[config.mk]
export PLATFORM = sky130hd
export DESIGN_NAME = swp_seq
export DESIGN_NICKNAME = d
export VERILOG_FILES = /design/src/rtl/swp_pkg.sv /design/src/rtl/swp_cmd_decode.sv /design/src/rtl/swp_tracker.sv /design/src/rtl/swp_nv_flag.sv /design/src/rtl/swp_seq.sv
export SDC_FILE = /design/constraint.sdc
export NUM_CORES = 1
export LEC_CHECK = 0
export ABC_AREA = 1
export BUFFER_PORTS_ARGS = -buffer_cell sky130_fd_sc_hd__buf_2
export CAP_MARGIN = 20
export CORE_MARGIN = 8
export CORE_UTILIZATION = 44
export CTS_CLUSTER_SIZE = 25
export DETAILED_ROUTE_END_ITERATION = 10
export GPL_ROUTABILITY_DRIVEN = 0
export PLACE_DENSITY = 0.75
export SYNTH_ARGS = -nofsm -noshare
export SYNTH_HDL_FRONTEND = slang
export SYNTH_SLANG_ARGS = --single-unit
[constraint.sdc]
create_clock -name clk -period 1.4 [get_ports clk]
set_input_delay 0.28 -clock clk [delete_from_list [all_inputs] [get_ports clk]]
set_output_delay 0.28 -clock clk [all_outputs]
set_load 0.1 [all_outputs]
[src/rtl/swp_pkg.sv]
package swp_pkg;

    localparam int ADDR_W = 13;
    localparam int DATA_W = 8;

    localparam logic [ADDR_W-1:0] CMD_ADDR_HI = 13'h1555;
    localparam logic [ADDR_W-1:0] CMD_ADDR_LO = 13'h0AAA;

    localparam logic [DATA_W-1:0] KEY_FIRST  = 8'hAA;
    localparam logic [DATA_W-1:0] KEY_SECOND = 8'h55;
    localparam logic [DATA_W-1:0] OP_ARM     = 8'hA0;
    localparam logic [DATA_W-1:0] OP_ERASE   = 8'h80;
    localparam logic [DATA_W-1:0] OP_CLEAR   = 8'h20;

    // Sequence tracker position: which command was last accepted
    typedef enum logic [2:0] {
        TRK_IDLE  = 3'd0,
        TRK_KEY1  = 3'd1,
        TRK_KEY2  = 3'd2,
        TRK_ERASE = 3'd3,
        TRK_KEY4  = 3'd4,
        TRK_KEY5  = 3'd5
    } trk_state_e;

    // Which command pattern the present write matches
    typedef struct packed {
        logic key_first;
        logic key_second;
        logic op_arm;
        logic op_erase;
        logic op_clear;
    } cmd_hit_t;

    function automatic logic pair_eq(
        input logic [ADDR_W-1:0] a, input logic [DATA_W-1:0] d,
        input logic [ADDR_W-1:0] ca, input logic [DATA_W-1:0] cd);
        return (a == ca) && (d == cd);
    endfunction

endpackage

[src/rtl/swp_cmd_decode.sv]
module swp_cmd_decode
    import swp_pkg::*;
(
    input  logic [ADDR_W-1:0] addr,
    input  logic [DATA_W-1:0] data,
    output cmd_hit_t          hit
);
    always_comb begin
        hit.key_first  = pair_eq(addr, data, CMD_ADDR_HI, KEY_FIRST);
        hit.key_second = pair_eq(addr, data, CMD_ADDR_LO, KEY_SECOND);
        hit.op_arm     = pair_eq(addr, data, CMD_ADDR_HI, OP_ARM);
        hit.op_erase   = pair_eq(addr, data, CMD_ADDR_HI, OP_ERASE);
        hit.op_clear   = pair_eq(addr, data, CMD_ADDR_HI, OP_CLEAR);
    end
endmodule

[src/rtl/swp_tracker.sv]
module swp_tracker
    import swp_pkg::*;
(
    input  logic     clk,
    input  logic     rst,
    input  logic     stb,
    input  logic     timeout,
    input  cmd_hit_t hit,
    output logic     burst_open,
    output logic     set_prot,
    output logic     clr_prot
);
    trk_state_e state_q, state_d, st_eff;
    logic       burst_q, burst_d;
    logic       set_raw, clr_raw;

    always_comb begin
        st_eff     = timeout ? TRK_IDLE : state_q;
        burst_open = burst_q & ~timeout;
        state_d    = st_eff;
        burst_d    = burst_open;
        set_raw    = 1'b0;
        clr_raw    = 1'b0;
        if (stb) begin
            // a mismatch falls back to idle, or restarts on the first key
            state_d = hit.key_first ? TRK_KEY1 : TRK_IDLE;
            case (st_eff)
                TRK_KEY1:  if (hit.key_second) state_d = TRK_KEY2;
                TRK_KEY2: begin
                    if (hit.op_arm) begin
                        state_d = TRK_IDLE;
                        set_raw = 1'b1;
                        burst_d = 1'b1;
                    end else if (hit.op_erase) begin
                        state_d = TRK_ERASE;
                    end
                end
                TRK_ERASE: if (hit.key_first) state_d = TRK_KEY4;
                TRK_KEY4:  if (hit.key_second) state_d = TRK_KEY5;
                TRK_KEY5: begin
                    if (hit.op_clear) begin
                        state_d = TRK_IDLE;
                        clr_raw = 1'b1;
                    end
                end
                default: ;
            endcase
        end
    end

    assign set_prot = set_raw & ~rst;
    assign clr_prot = clr_raw & ~rst;

    always_ff @(posedge clk) begin
        if (rst) begin
            state_q <= TRK_IDLE;
            burst_q <= 1'b0;
        end else begin
            state_q <= state_d;
            burst_q <= burst_d;
        end
    end
endmodule

[src/rtl/swp_nv_flag.sv]
module swp_nv_flag (
    input  logic clk,
    input  logic nv_clr,
    input  logic set_prot,
    input  logic clr_prot,
    output logic prot_q
);
    // Only the power-on clear resets this bit; the tracker reset does not.
    always_ff @(posedge clk) begin
        if (nv_clr)        prot_q <= 1'b0;
        else if (set_prot) prot_q <= 1'b1;
        else if (clr_prot) prot_q <= 1'b0;
    end
endmodule

[src/rtl/swp_seq.sv]
module swp_seq
    import swp_pkg::*;
(
    input  logic              clk,
    input  logic              rst,
    input  logic              nv_clr,
    input  logic              wr_stb,
    input  logic [ADDR_W-1:0] wr_addr,
    input  logic [DATA_W-1:0] wr_data,
    input  logic              load_timeout,
    output logic              prot_on,
    output logic              wr_pass
);
    cmd_hit_t hit;
    logic     burst_open, set_prot, clr_prot;

    swp_cmd_decode u_dec (
        .addr (wr_addr),
        .data (wr_data),
        .hit  (hit)
    );

    swp_tracker u_trk (
        .clk        (clk),
        .rst        (rst),
        .stb        (wr_stb),
        .timeout    (load_timeout),
        .hit        (hit),
        .burst_open (burst_open),
        .set_prot   (set_prot),
        .clr_prot   (clr_prot)
    );

    swp_nv_flag u_flag (
        .clk      (clk),
        .nv_clr   (nv_clr),
        .set_prot (set_prot),
        .clr_prot (clr_prot),
        .prot_q   (prot_on)
    );

    assign wr_pass = wr_stb & (~prot_on | burst_open);
endmodule

==> summary by stage <==
Critical path
On the worst path, the slowest cell contributes a delay of 0.42 ns. The kind of cell adding the most delay to the critical path is buffers and inverters. The category of the critical setup timing path is flop to output pin. The largest driver fanout on the critical path is 3. The worst setup path is launched from a flop. The kind of end point of the critical path is an output pin. The buffers plus inverters on the worst setup path is 1. Walking the worst path, the cells encountered are buf_2. For the worst setup path, the data required time is between 1 and 1.5 ns. The cell at the slowest stage of the critical path is sky130_fd_sc_hd__buf_2. The signal arrival time at the worst endpoint is 1.02 ns.

Floorplan
The initial utilization of the core area, before any placement, comes to 0.448. The total I/O pin count is 28. The area of the die is 3250 um^2. The width of the chip is 57.0 um. The core region is 1650 um^2. The initialized floorplan defines 15 standard-cell rows.

The die is 57.0 um tall.

Power and ir drop
For this design the ratio of total power to cell area is roughly 470 nW/um^2. Power comes to 0.443 mW. In this run the static leakage power is 0.482 nW. IR analysis of the VDD net gives a maximum drop of between 0.3 and 0.4 mV.

Drt
The count of nets left with antenna violations after detail routing is 0. The wire length after detailed routing is 2250 um. The count of TritonRoute iterations in the first routing pass is 4. The wire length per cell after detailed routing is 11.2 um.

For this block, the via count after detailed routing is 1028. The first routing iteration left 30 violations. For this run, design rule violations remaining after detail routing come to 0. The per-cell via count in the routed design is 5.14.

Yosys
The async set-or-reset flop fraction in the synthesized netlist is 0. The multiplexer share of the synthesized area is 0. The leading area contributor after synthesis is sky130_fd_sc_hd__nand2_1. Of the total synthesized cell area, the portion taken by XOR and XNOR cells is 0. The combined area of all synthesized cells is 739 um^2. The number of warning messages in the yosys log is 0. The share of the Yosys chip area taken by registers is 0.135. Counting instances in the post-synthesis netlist gives the leading cell types as sky130_fd_sc_hd__nand2_1, sky130_fd_sc_hd__nor2_1, sky130_fd_sc_hd__inv_1, sky130_fd_sc_hd__nand3_1, sky130_fd_sc_hd__nand4_1. Yosys attributes the largest share of cell area to sky130_fd_sc_hd__nand2_1, sky130_fd_sc_hd__nor2_1, sky130_fd_sc_hd__dfxtp_1. The number of instances in the synthesized netlist is 152.

The share of the synthesized area in compound gates (AO/OA/AOI/OAI) is 0.0711. The share of synthesized area in the top cell type comes to 0.203. sky130_fd_sc_hd__nand2_1 is the most common cell in the netlist. The synthesized design contains 0 enable-type register cells.

The simple-gate share of the synthesized area is 0.667. In the synthesized netlist the dominant register cell turns out to be sky130_fd_sc_hd__dfxtp_1. Counting flops and latches in the post-synthesis netlist gives 5. Each instance of the synthesized netlist takes up on average 4.86 um^2.

By area, the combinational part of the netlist is dominated by simple AND/OR/NAND/NOR gates. After synthesis, the netlist uses 18 different library cells. The adder-cell share of the synthesized area is 0. When the netlist entered floorplanning its net count stood at approximately 180.

STA
The clock period could shrink to around 1.3 ns. For the final routed database, the setup TNS stands at 0 ns. Setup violations remaining at the end of the flow were counted as 0.

Timing would allow up to 769 MHz. The post-route clock period utilization is 0.929. The hold violation total from the final report is 0. Setup repair after global routing left no endpoint under its margin. At the pin with the least slew margin, the transition time is about 0.49 ns. The least setup slack across all paths after layout is between 0.09 and 0.1 ns. Between clock sinks in the finished design, the worst skew comes to approximately 0.0029 ns. The max-slew violation count was 0. Headroom to the max-slew limit came out at 0.677.

Clocking
No sink is reached through more buffers than the 2 on the longest clock path. The count of hold-fix buffers inserted at cts is 0. The number of H-tree levels is 1.

The clock sink count is 5. The clock tree from TritonCTS is done. The clock insertion delay at the later pin of the skew report is 0.24 ns. The buffer type at the clock tree root is sky130_fd_sc_hd__clkbuf_4. After clock tree synthesis, the setup repair step added 0 buffers.

The number of clock buffers inserted by TritonCTS is 3. Clock-pin slew was measured on the worst setup and hold paths at 0.04 ns. Once the clock tree was built, the resizer swapped 0 gates to a different size.

Layout
The number of filler instances in the final layout is 181. In the final layout, the share of cells above drive strength 1 is 0.230. Once layout is complete, the utilization of the core stands at 0.577. The number of non-filler instances in the completed layout is 200.

From synthesis to final layout, the design area changed by 28.8%. The repair_antennas step left the layout with diodes totalling 0. After the last flow step, the layout net total stands at 210.

Job
Max-cap violations in this run came to 0.

Global routing
The via count of the first global-routing pass is 987. The initial antenna violation count came to 0. The maximum number of pins on one net before global-route repair is 7. In the global route stage, overall resource usage came out at 0.136.

The first-pass GRT wire length is slightly below 4000 um. After global routing the overflow that remains totals 0.

Run status
The flow ran to the end, and the final reports show no timing, DRC or antenna violations.

Placed design
The placed cell count is ~200. During placement, the flow inserted port buffers numbering 27. Summed over all nets, the half-perimeter wirelength after detailed placement is approximately 1900 um.

OpenSTA, run right after detailed placement, puts the worst setup slack at 0.0504 ns.

Hold path
The class of the tightest hold or removal check is input pin to flop.
==> final timing paths <==
kind                                                   from                           to  slack, ns  cells past startpoint
worst max-delay path             u_flag.prot_q$_SDFFE_PP0P_                      prot_on        0.1                      1
worst min-delay path                                 nv_clr   u_flag.prot_q$_SDFFE_PP0P_       0.18                      2
worst max register to register  u_trk.state_q[2]$_SDFF_PP0_  u_trk.state_q[0]$_SDFF_PP0_       0.18                      6
worst min register to register   u_flag.prot_q$_SDFFE_PP0P_   u_flag.prot_q$_SDFFE_PP0P_       0.50                      2
==> sequential cells by signal (all words and copies together), names as in the netlist <==
register       cells
u_trk.state_q      3
u_flag.prot_q      1
u_trk.burst_q      1
==> cell usage in the layout, fill, tap and decap left out <==
master	Yosys	routed
sky130_fd_sc_hd__nand4_1	7	7
sky130_fd_sc_hd__and2_1	1	1
sky130_fd_sc_hd__nand2_2	2	2
sky130_fd_sc_hd__inv_1	23	23
sky130_fd_sc_hd__nand3b_1	1	1
sky130_fd_sc_hd__buf_2	0	26
sky130_fd_sc_hd__nor3_1	3	3
sky130_fd_sc_hd__clkbuf_4	0	3
sky130_fd_sc_hd__o21ai_1	1	1
sky130_fd_sc_hd__nand3_1	15	15
sky130_fd_sc_hd__dfxtp_1	5	4
sky130_fd_sc_hd__clkbuf_1	0	1
sky130_fd_sc_hd__nor2_2	3	3
sky130_fd_sc_hd__or2_1	1	1
sky130_fd_sc_hd__nand2_4	1	1
sky130_fd_sc_hd__a21oi_1	4	3
sky130_fd_sc_hd__inv_2	2	2
sky130_fd_sc_hd__buf_12	0	1
sky130_fd_sc_hd__dfxtp_4	0	1
sky130_fd_sc_hd__a21oi_4	0	1
sky130_fd_sc_hd__nor2_1	39	39
sky130_fd_sc_hd__o21ai_0	2	2
sky130_fd_sc_hd__nand2_1	40	40
sky130_fd_sc_hd__a21oi_2	2	2
==> metrics by stage <==
stage	area (um^2)	hold WS [ns]
floorplan	754	0.339
detailed placement	926	0.430
CTS	952	0.177
global placement	926	0.425
global route	952	0.168
finish	952	0.184
==> cell families after synthesis <==
group	count (synthesis)
AO/OA/AOI/OAI	9
buffers and inverters	25
flip-flops	5
AND/OR/NAND/NOR	113
==> final cells by class <==
cell class	instances	area [um^2]	share of cell area
Clock buffer	4	26.3	0.0276
Inverter	25	93.8	0.0986
Multi-Input combinational cell	122	557	0.585
Sequential cell	5	104	0.109
Tap cell	17	21.3	0.0223
Timing Repair Buffer	27	150	0.158
==> power breakdown <==
group | internal (mW) | switching [mW]
Combinational | 0.0525 | 0.0868
Sequential | 0.141 | 0.00000000990
Clock | 0.107 | 0.0550
Total | 0.301 | 0.142
==> per-layer routing <==
layer,track usage,wire [um],vias up
li1,-,-,540
met1,0.157,957,449
met2,0.240,1130,39
met3,0.0244,159,0
met4,0.0503,0,0
met5,0,0,-
(Power assumes the default switching activity.)
